## config.mk

```make
export PLATFORM = sky130hd
export DESIGN_NAME = lcd_timing_gen
export DESIGN_NICKNAME = d
export VERILOG_FILES = /design/src/rtl/lcd_timing_gen.sv
export SDC_FILE = /design/constraint.sdc
export NUM_CORES = 1
export LEC_CHECK = 0
export BUFFER_PORTS_ARGS = -buffer_cell sky130_fd_sc_hd__buf_2
export CORE_UTILIZATION = 47
export CTS_BUF_LIST = sky130_fd_sc_hd__clkbuf_16
export CTS_CLUSTER_SIZE = 14
export DETAILED_ROUTE_END_ITERATION = 12
export PLACE_DENSITY = 0.62
export SYNTH_ARGS = -nofsm -noshare
export SYNTH_HDL_FRONTEND = slang
export SYNTH_SLANG_ARGS = --single-unit
```

## constraint.sdc

```tcl
create_clock -name clk -period 6.25 [get_ports clk]
set_input_delay 0.625 -clock clk [delete_from_list [all_inputs] [get_ports clk]]
set_output_delay 0.625 -clock clk [all_outputs]
set_load 0.05 [all_outputs]
```

## src/rtl/lcd_timing_gen.sv

```systemverilog
module lcd_timing_gen (
  input  logic        clk,
  input  logic        rst_n,
  input  logic        cfg_we,
  input  logic [1:0]  cfg_sel,
  input  logic [31:0] cfg_wdata,
  input  logic        start,
  input  logic        stop,
  input  logic        sts_we,
  input  logic        sts_wdata,
  output logic        pix_ce,
  output logic        pclk,
  output logic        hsync,
  output logic        vsync,
  output logic        de,
  output logic        acb,
  output logic [9:0]  px_x,
  output logic [9:0]  px_y,
  output logic [10:0] px_y_lo,
  output logic        running,
  output logic        done
);
  localparam logic [1:0] PH_SYNC = 2'd0, PH_LEAD = 2'd1, PH_ACT = 2'd2, PH_TRAIL = 2'd3;

  logic        ctl_active, ctl_dual, c_dpc, stopping, acb_q;
  logic [31:0] hcfg, vcfg;
  logic [7:0]  c_div, c_acb, acb_cnt;
  logic [3:0]  c_pol;
  logic [8:0]  div_cnt;
  logic [1:0]  h_st, v_st, v_nxt, v_first;
  logic [9:0]  h_cnt, h_lim;
  logic [10:0] v_cnt;
  logic        h_end, v_end, line_end, frame_end, de_act, dual_eff;

  wire [8:0] p_last = c_dpc ? {1'b0, c_div} : {c_div, 1'b1};

  function automatic logic [10:0] vlen(input logic [1:0] s);
    case (s)
      PH_SYNC: vlen = {5'd0, vcfg[15:10]};
      PH_LEAD: vlen = {3'd0, vcfg[31:24]};
      PH_ACT:  vlen = {1'b0, vcfg[9:0]} + 11'd1;
      default: vlen = {3'd0, vcfg[23:16]};
    endcase
  endfunction

  function automatic logic [1:0] vnext(input logic [1:0] s);
    logic [1:0] t;
    t = s + 2'd1;
    for (int i = 0; i < 3; i++)
      if (vlen(t) == 11'd0) t = t + 2'd1;
    return t;
  endfunction

  always_comb begin
    case (h_st)
      PH_SYNC: h_lim = {4'd0, hcfg[15:10]};
      PH_LEAD: h_lim = {2'd0, hcfg[31:24]};
      PH_ACT:  h_lim = hcfg[9:0];
      default: h_lim = {2'd0, hcfg[23:16]};
    endcase
  end

  assign v_nxt     = vnext(v_st);
  assign v_first   = vnext(PH_TRAIL);
  assign dual_eff  = ctl_dual & ~ctl_active;
  assign pix_ce    = running && (div_cnt == p_last);
  assign h_end     = (h_cnt == h_lim);
  assign v_end     = (v_cnt + 11'd1 == vlen(v_st));
  assign line_end  = pix_ce && (h_st == PH_TRAIL) && h_end;
  assign frame_end = line_end && v_end && (v_nxt <= v_st);
  assign de_act    = running && (h_st == PH_ACT) && (v_st == PH_ACT);

  assign vsync   = (running && v_st == PH_SYNC) ^ c_pol[0];
  assign hsync   = (running && h_st == PH_SYNC) ^ c_pol[1];
  assign pclk    = pix_ce ^ c_pol[2];
  assign de      = de_act ^ c_pol[3];
  assign acb     = acb_q;
  assign px_x    = de_act ? h_cnt : 10'd0;
  assign px_y    = de_act ? v_cnt[9:0] : 10'd0;
  assign px_y_lo = !de_act ? 11'd0 :
                   dual_eff ? v_cnt + {1'b0, vcfg[9:0]} + 11'd1 : v_cnt;

  always_ff @(posedge clk or negedge rst_n) begin
    if (!rst_n) begin
      {ctl_dual, ctl_active} <= 2'b00;
      hcfg <= '0; vcfg <= '0;
      c_div <= '0; c_acb <= '0; c_pol <= '0; c_dpc <= 1'b0;
      running <= 1'b0; stopping <= 1'b0; done <= 1'b0;
      div_cnt <= '0; h_st <= PH_SYNC; h_cnt <= '0; v_st <= PH_SYNC; v_cnt <= '0;
      acb_q <= 1'b0; acb_cnt <= '0;
    end else begin
      if (sts_we && sts_wdata) done <= 1'b0;
      if (!running) begin
        acb_q <= 1'b0;
        if (cfg_we) begin
          case (cfg_sel)
            2'd0: {ctl_dual, ctl_active} <= cfg_wdata[1:0];
            2'd1: hcfg <= cfg_wdata;
            2'd2: vcfg <= cfg_wdata;
            default: begin
              c_div <= cfg_wdata[7:0];
              c_acb <= cfg_wdata[15:8];
              c_pol <= cfg_wdata[23:20];
              c_dpc <= cfg_wdata[27];
            end
          endcase
        end
        if (start) begin
          running <= 1'b1; stopping <= 1'b0; div_cnt <= '0;
          h_st <= PH_SYNC; h_cnt <= '0; v_st <= v_first; v_cnt <= '0;
          acb_cnt <= '0;
        end
      end else begin
        if (stop) stopping <= 1'b1;
        div_cnt <= pix_ce ? 9'd0 : div_cnt + 9'd1;
        if (pix_ce) begin
          if (h_end) begin h_st <= h_st + 2'd1; h_cnt <= '0; end
          else h_cnt <= h_cnt + 10'd1;
          if (line_end) begin
            if (v_end) begin v_st <= v_nxt; v_cnt <= '0; end
            else v_cnt <= v_cnt + 11'd1;
            if (acb_cnt == c_acb) begin
              acb_cnt <= '0;
              if (!ctl_active) acb_q <= ~acb_q;
            end else acb_cnt <= acb_cnt + 8'd1;
            if (frame_end && (stopping || stop)) begin
              running <= 1'b0; done <= 1'b1;
            end
          end
        end
      end
    end
  end
endmodule

```

# Word level (Yosys, flattened, before mapping)
# Index checks and enable logic that the tools add are counted.
dict set report word_totals {
  regBits 133
  latch_bits 0
  ram_bits 0
  mem_bits_ro 0
  input_bits 41
  out_inout_bits 39
  memories 0
}
dict set report op_classes {
  n_addsub 14
  mul 0
  div 0
  order_cmp 1
  eq_ne 28
  shift 0
  mux 62
  bitwise 9
  reduce_logical 38
}
# op n
set op_table {}
lappend op_table {{11-bit case mux with 3 select lines} 6}
lappend op_table {{11-bit 2-to-1 mux} 7}
lappend op_table {{11-bit zero test} 6}
lappend op_table {{10-bit 2-to-1 mux} 6}
lappend op_table {{8-bit 2-to-1 mux} 5}
lappend op_table {{9-bit 2-to-1 mux} 4}
lappend op_table {{10-bit case mux with 3 select lines} 1}
lappend op_table {{2-bit 2-to-1 mux} 14}
lappend op_table {{11-bit by 1-bit adder with 11-bit output, second input constant} 2}
lappend op_table {{1-bit 2-to-1 mux} 19}
lappend op_table {{2-bit equality test, second input constant} 9}
lappend op_table {{3-bit AND reduction} 6}
lappend op_table {{2-bit by 1-bit equality test with 1-bit output, second input constant} 8}
lappend op_table {{2-bit zero test} 8}
lappend op_table {{2-bit by 1-bit adder with 2-bit output, second input constant} 7}
lappend op_table {{10-bit by 1-bit adder with 11-bit output, second input constant} 1}
lappend op_table {{11-bit by 10-bit adder with 11-bit output} 1}
lappend op_table {{11-bit equality test} 1}
lappend op_table {{1-bit logical AND} 11}
lappend op_table {{10-bit by 1-bit adder with 10-bit output, second input constant} 1}
lappend op_table {{10-bit equality test} 1}
lappend op_table {{9-bit by 1-bit adder with 9-bit output, second input constant} 1}
lappend op_table {{9-bit equality test} 1}
lappend op_table {{8-bit by 1-bit adder with 8-bit output, second input constant} 1}
lappend op_table {{other kinds (12)} 25}

# Depth between registers and ports, before layout
dict set report logic_depth {
  ltp_word 20
  ltp_mapped 25
  ltp_nobuf 24
}

# Worst setup path before layout
# No wires, ideal clock.
dict set report synth_path {
  path_type {flip-flop to flip-flop}
  startpoint {reg vcfg[1]}
  endpoint {reg done}
  arrival_ns 4.792
  path_slack_ns 1.340
  path_stages_with_launch 21
  n_path_buf 0
  synth_period_minus_slack_ns 4.910
  cell_sequence {dfrtp_1 > ha_1 > or4_1 > nor3_1 > nand4_1 > a21boi_1 > xnor2_2 > inv_1 > ha_1 > a22oi_1 > o221a_2 > mux2_2 > ha_1 > a221oi_1 > a21oi_2 > xnor3_1 > ha_1 > a21oi_1 > nor3_1 > and4_1 > a21o_1}
}
dict set report synth_via {
  elab_chain_len 19
  word_cells_on_any_way 28
  classes_between {add/sub (3); order compare (1); eq/ne (5); mux (11); reduce/logical (8)}
}
# item line_no
set synth_lines {}
lappend synth_lines {{from (decl)} 26} ;# logic [31:0] hcfg, vcfg;
lappend synth_lines {{from (signal assigned)} 99} ;# 2'd2: vcfg <= cfg_wdata;
lappend synth_lines {{10-bit by 1-bit adder with 11-bit output (*)} 41} ;# PH_ACT: vlen = {1'b0, vcfg[9:0]} + 11'd1;
lappend synth_lines {{11-bit case mux with 3 select lines} 38} ;# case (s)
lappend synth_lines {{11-bit zero test} 50} ;# if (vlen(t) == 11'd0) t = t + 2'd1;
lappend synth_lines {{2-bit 2-to-1 mux} 50}
lappend synth_lines {{2-bit equality test (tied with other cells)} 38}
lappend synth_lines {{11-bit case mux with 3 select lines} 38}
lappend synth_lines {{11-bit zero test} 50}
lappend synth_lines {{2-bit 2-to-1 mux} 50}
lappend synth_lines {{(+3 left out)} --}
lappend synth_lines {{2-bit 2-to-1 mux} 50}
lappend synth_lines {{2-bit <= comparator} 70} ;# assign frame_end = line_end && v_end && (v_nxt <= v_st);
lappend synth_lines {{1-bit logical AND (*)} 70}
lappend synth_lines {{1-bit logical AND (*)} 126} ;# if (frame_end && (stopping || stop)) begin
lappend synth_lines {{1-bit 2-to-1 mux (*)} 126}
lappend synth_lines {{1-bit 2-to-1 mux (*)} 119} ;# if (line_end) begin
lappend synth_lines {{1-bit 2-to-1 mux (*)} 116} ;# if (pix_ce) begin
lappend synth_lines {{1-bit 2-to-1 mux (*)} 93} ;# if (!running) begin
lappend synth_lines {{to (signal assigned)} 88} ;# running <= 1'b0; stopping <= 1'b0; done <= 1'b0;
lappend synth_lines {{to (signal assigned)} 92} ;# if (sts_we && sts_wdata) done <= 1'b0;
lappend synth_lines {{to (signal assigned)} 127} ;# running <= 1'b0; done <= 1'b1;
lappend synth_lines {{to (decl)} 21} ;# output logic done
# Every way passes the cells marked *; elsewhere a longest branch is shown, timed or not.
# A chain may end at the register's enable or synchronous reset.

# Worst setup path after layout
# Same ends and word-level chain as after synthesis.

==> summary.txt <==
Routing
  – Antenna-violating nets left: 0
  – WL final: approximately 22 mm
  – DR WL/cell: between 15 and 20 microns
  – Detailed router's first-iteration violation count: 482
  – DR pass1 iterations: 7
  – Drc violations: 0
  – Via count: approximately 6600
  – Via density: 5.70

Worst hold path
  – HP Class: in2async

Clock network
  – Post-CTS Setup Inserts: 0
  – Clk_lat worst skew: about 0.42 ns
  – Post-CTS sizing: 0
  – TritonCTS clock tree: built
  – Buffer levels on the longest clock path: 2
  – Clock transition at path regs: 0.06 ns
  – Total CTS buffers: 17
  – Number of H-tree levels: 4
  – Sink Count: 133
  – Post-CTS Hold Buffers: 0
  – CTS root buf: clkbuf_16

Pwr
  – Leakage: ~0.0044 uW
  – P per Cell Area: ~290 nW/um^2
  – Worst vdd ir: 0.210 mV

Synth
  – Seq cells post-synth: 133
  – Register area share after synthesis: just under 40%
  – Post-synth top area cell: dfrtp_1
  – Mapped Area: ~8500 sq um
  – Synth area leaders: dfrtp_1, mux2_2, ha_1
  – Library cells used by synthesis: 81
  – Synth Warn #: 0
  – Cells after synthesis: 857
  – Area fraction of the dominant cell type after synthesis: 39.4%
  – Post-synth EDFFs: 0
  – Syn Nets: roughly 940
  – Top FF cell, synth: dfrtp_1
  – Synth async-reset ratio: 100%
  – Syn Area/Cell: 9.87 sq um

STA
  – Finish-stage setup viols: 0
  – Fin crit share: between 80 and 90%
  – Clk_skew: around 0.0085 ns
  – Fin. max-slew vios: 0
  – Sum of negative setup slack: 0 ns
  – Final Hold Violating Endpoints: 0
  – Unrepaired setup endpoints after global routing: no
  – Worst-Margin Slew: ~1.1 ns
  – Fin crit period: 5.42 ns
  – Max_slew headroom: 29.1%
  – Maximum clock rate: around 180 MHz

Floorplan
  – Die ar.: roughly 19000 sq um
  – Die W: around 140 microns
  – Core area: 17400 sq um
  – Die Span Y: approximately 140 microns
  – Initial Util: about half
  – Num rows: between 40 and 50
  – Top Ports: 80

Final layout
  – Filler cell count: about 1600
  – Area delta synth->final: 12.9%
  – Final nets: between 1000 and 1500
  – Antenna Cells: 0
  – Share of post-route cells with drive strength above 1: between 20% and 30%
  – Finished Cell Area: ~9500 sq um

Global route
  – Vias in the first global route: between 6000 and 7000
  – Pin count of the biggest net entering global routing: approximately 80
  – Grt met2 use: 39.7%
  – M1 GR Usage: ~37%
  – Gr ovfl total: 0
  – Initial antenna violation count: 0
  – Met3 Use GR: around 4.0%
  – Total GRT Usage: between 20% and 30%
  – Global-route wire length before repair: roughly 36 mm
  – GRT busiest layer: met2

Worst setup path
  – Setup crit end: done$_DFF_PN0_
  – Crit-path cells: ha_1 -> or4_1 -> nor3_1 -> nand4_1 -> a21boi_1 -> xnor2_2 -> inv_1 -> ha_1 -> a22oi_1 -> o221a_2 -> mux2_2 -> ha_1 -> a221oi_1 -> a21oi_2 -> xnor3_1 -> ha_1 -> inv_1 -> a21oi_1 -> a21oi_1 -> nor3_1 -> and4_1 -> a21o_1
  – Worst path slowest cell: or4_1
  – Largest stage delay, worst path: around 0.5 ns
  – Flop-to-flop setup slack: 0.83 ns
  – Most Frequent Cell on Critical Path: ha_1
  – Crit Path Category: reg2reg
  – Peak fanout along the critical path: 7
  – WP data required: roughly 6.6 ns
  – R2R Path Start: vcfg[1]$_DFFE_PN0P_
  – CP endpoint kind: register
  – CP startpoint kind: register
  – Arrival @ worst endpoint: about 5.7 ns
  – CP startpoint: vcfg[1]$_DFFE_PN0P_
  – FF-to-FF End: done$_DFF_PN0_
  – Cell count of the worst reg-to-reg path: 22

Flow run
  – Max cap viols: 0

Placement
  – Port Buf Inserts: 79
  – Routability congestion estimate from global placement: between 0.8 and 0.9
  – Post-DP HPWL: between 15 and 20 mm
  – Placed Area: ~9000 sq um

Outcome
  – Status: complete, no violations
## worst max-delay path: cells and delay by family, from the launching register on
kind	cells	cell delay (ns)
adder cells (fa/ha/maj)	4	0.96
buffers and inverters	2	0.21
AND/OR/NAND/NOR	5	1.22
AO/OA/AOI/OAI	8	1.49
multiplexers	1	0.39
XOR/XNOR	2	0.59
flip-flops	1	0.45
## stage by stage
stage,cells,power [uW],utilization (%),setup slack [ns],hold WS [ns]
floorplan,857,1640,-,1.34,0.329
global placement,1128,1830,51.7,0.965,0.483
detailed placement,1128,1850,51.7,0.821,0.493
CTS,1158,2790,54.8,0.811,0.167
global route,1158,2950,54.8,0.327,0.184
finish,1158,2770,54.8,0.827,0.160
## power by group
part	switching (uW)	internal, uW	leakage [uW]
clock	387	541	0.000263
sequential	111	947	0.00170
combinational	439	347	0.00245
total	938	1830	0.00441
## metal layers
layer / routed length (microns) / share of wire [%] / vias up
met5: 0 / 0 / -
met4: 455 / 2.0 / 0
met3: 715 / 3.2 / 28
met2: 10500 / 47 / 128
met1: 10600 / 48 / 3222
li1: - / - / 3227
## cell usage after synthesis, drive strengths merged, types with 17 or more instances
master,number
a21oi,28
and2,20
and3,17
buf,18
clkbuf,23
dfrtp,133
ha,38
inv,36
mux2,81
mux2i,19
nand2,67
nand2b,28
nand3,22
nor2,42
o21ai,74
xnor2,33
xor2,20
## how the worst min path moves through the flow
stage	from	end	slack, ns	depth (start not counted)
2_1_floorplan	rst_n	acb$_DFFE_PN0P_	0.33	0
4_1_cts	rst_n	div_cnt[5]$_DFFE_PN0P_	0.17	1
6_report	rst_n	div_cnt[2]$_DFFE_PN0P_	0.16	1
5_1_grt	rst_n	div_cnt[2]$_DFFE_PN0P_	0.18	1
3_5_place_dp	ctl_dual$_DFFE_PN0P_	ctl_dual$_DFFE_PN0P_	0.49	1
3_3_place_gp	ctl_dual$_DFFE_PN0P_	ctl_dual$_DFFE_PN0P_	0.48	1
## cell type report
| cell class | instances | area, sq um | share of cell area, % |
|---|---|---|---|
| multi-input combinational | 647 | 4800 | 50.3 |
| clock inverter | 13 | 114 | 1.19 |
| clock buffer | 17 | 425 | 4.46 |
| tap | 225 | 282 | 2.95 |
| inverter | 36 | 135 | 1.42 |
| sequential | 133 | 3330 | 34.9 |
| timing repair buffer | 87 | 462 | 4.84 |
## layout by cell type (no fill, tap or decap), types with 6 or more instances in the layout
| master | netlist | final |
|---|---|---|
| o31ai_1 | 10 | 10 |
| dfrtp_1 | 133 | 133 |
| mux2i_1 | 19 | 19 |
| nor4_1 | 12 | 12 |
| nand3_1 | 21 | 21 |
| buf_2 | 12 | 78 |
| nand4_1 | 10 | 10 |
| and3_1 | 17 | 17 |
| clkbuf_16 | 0 | 17 |
| nor2_1 | 42 | 40 |
| and2_1 | 20 | 20 |
| inv_1 | 35 | 36 |
| a22oi_1 | 8 | 8 |
| xor2_1 | 20 | 20 |
| a21oi_1 | 25 | 25 |
| buf_4 | 1 | 8 |
| nor3_1 | 12 | 12 |
| a222oi_1 | 7 | 7 |
| a221oi_1 | 6 | 6 |
| o21ai_0 | 64 | 64 |
| nand2b_1 | 28 | 28 |
| ha_1 | 38 | 38 |
| o21ai_1 | 8 | 8 |
| nor2b_1 | 15 | 15 |
| nand2_1 | 66 | 66 |
| mux2_2 | 81 | 81 |
| xnor2_1 | 32 | 32 |
## sequential cells by signal (all words and copies together) (netlist names)
register / flops
c_pol: 4
done: 1
v_st: 2
ctl_active: 1
div_cnt: 9
c_acb: 8
h_cnt: 10
running: 1
stopping: 1
acb: 1
c_div: 8
h_st: 2
ctl_dual: 1
v_cnt: 11
acb_cnt: 8
c_dpc: 1
vcfg: 32
hcfg: 32
## cell families after synthesis
logic type | synth area share [%]
fa+ha+maj | 5.86
mux | 13.0
simple gates | 17.3
compound gates | 14.6
buf+inv | 3.92
flops | 39.4
xor+xnor | 5.85
Power figures use the tool's default switching activity.
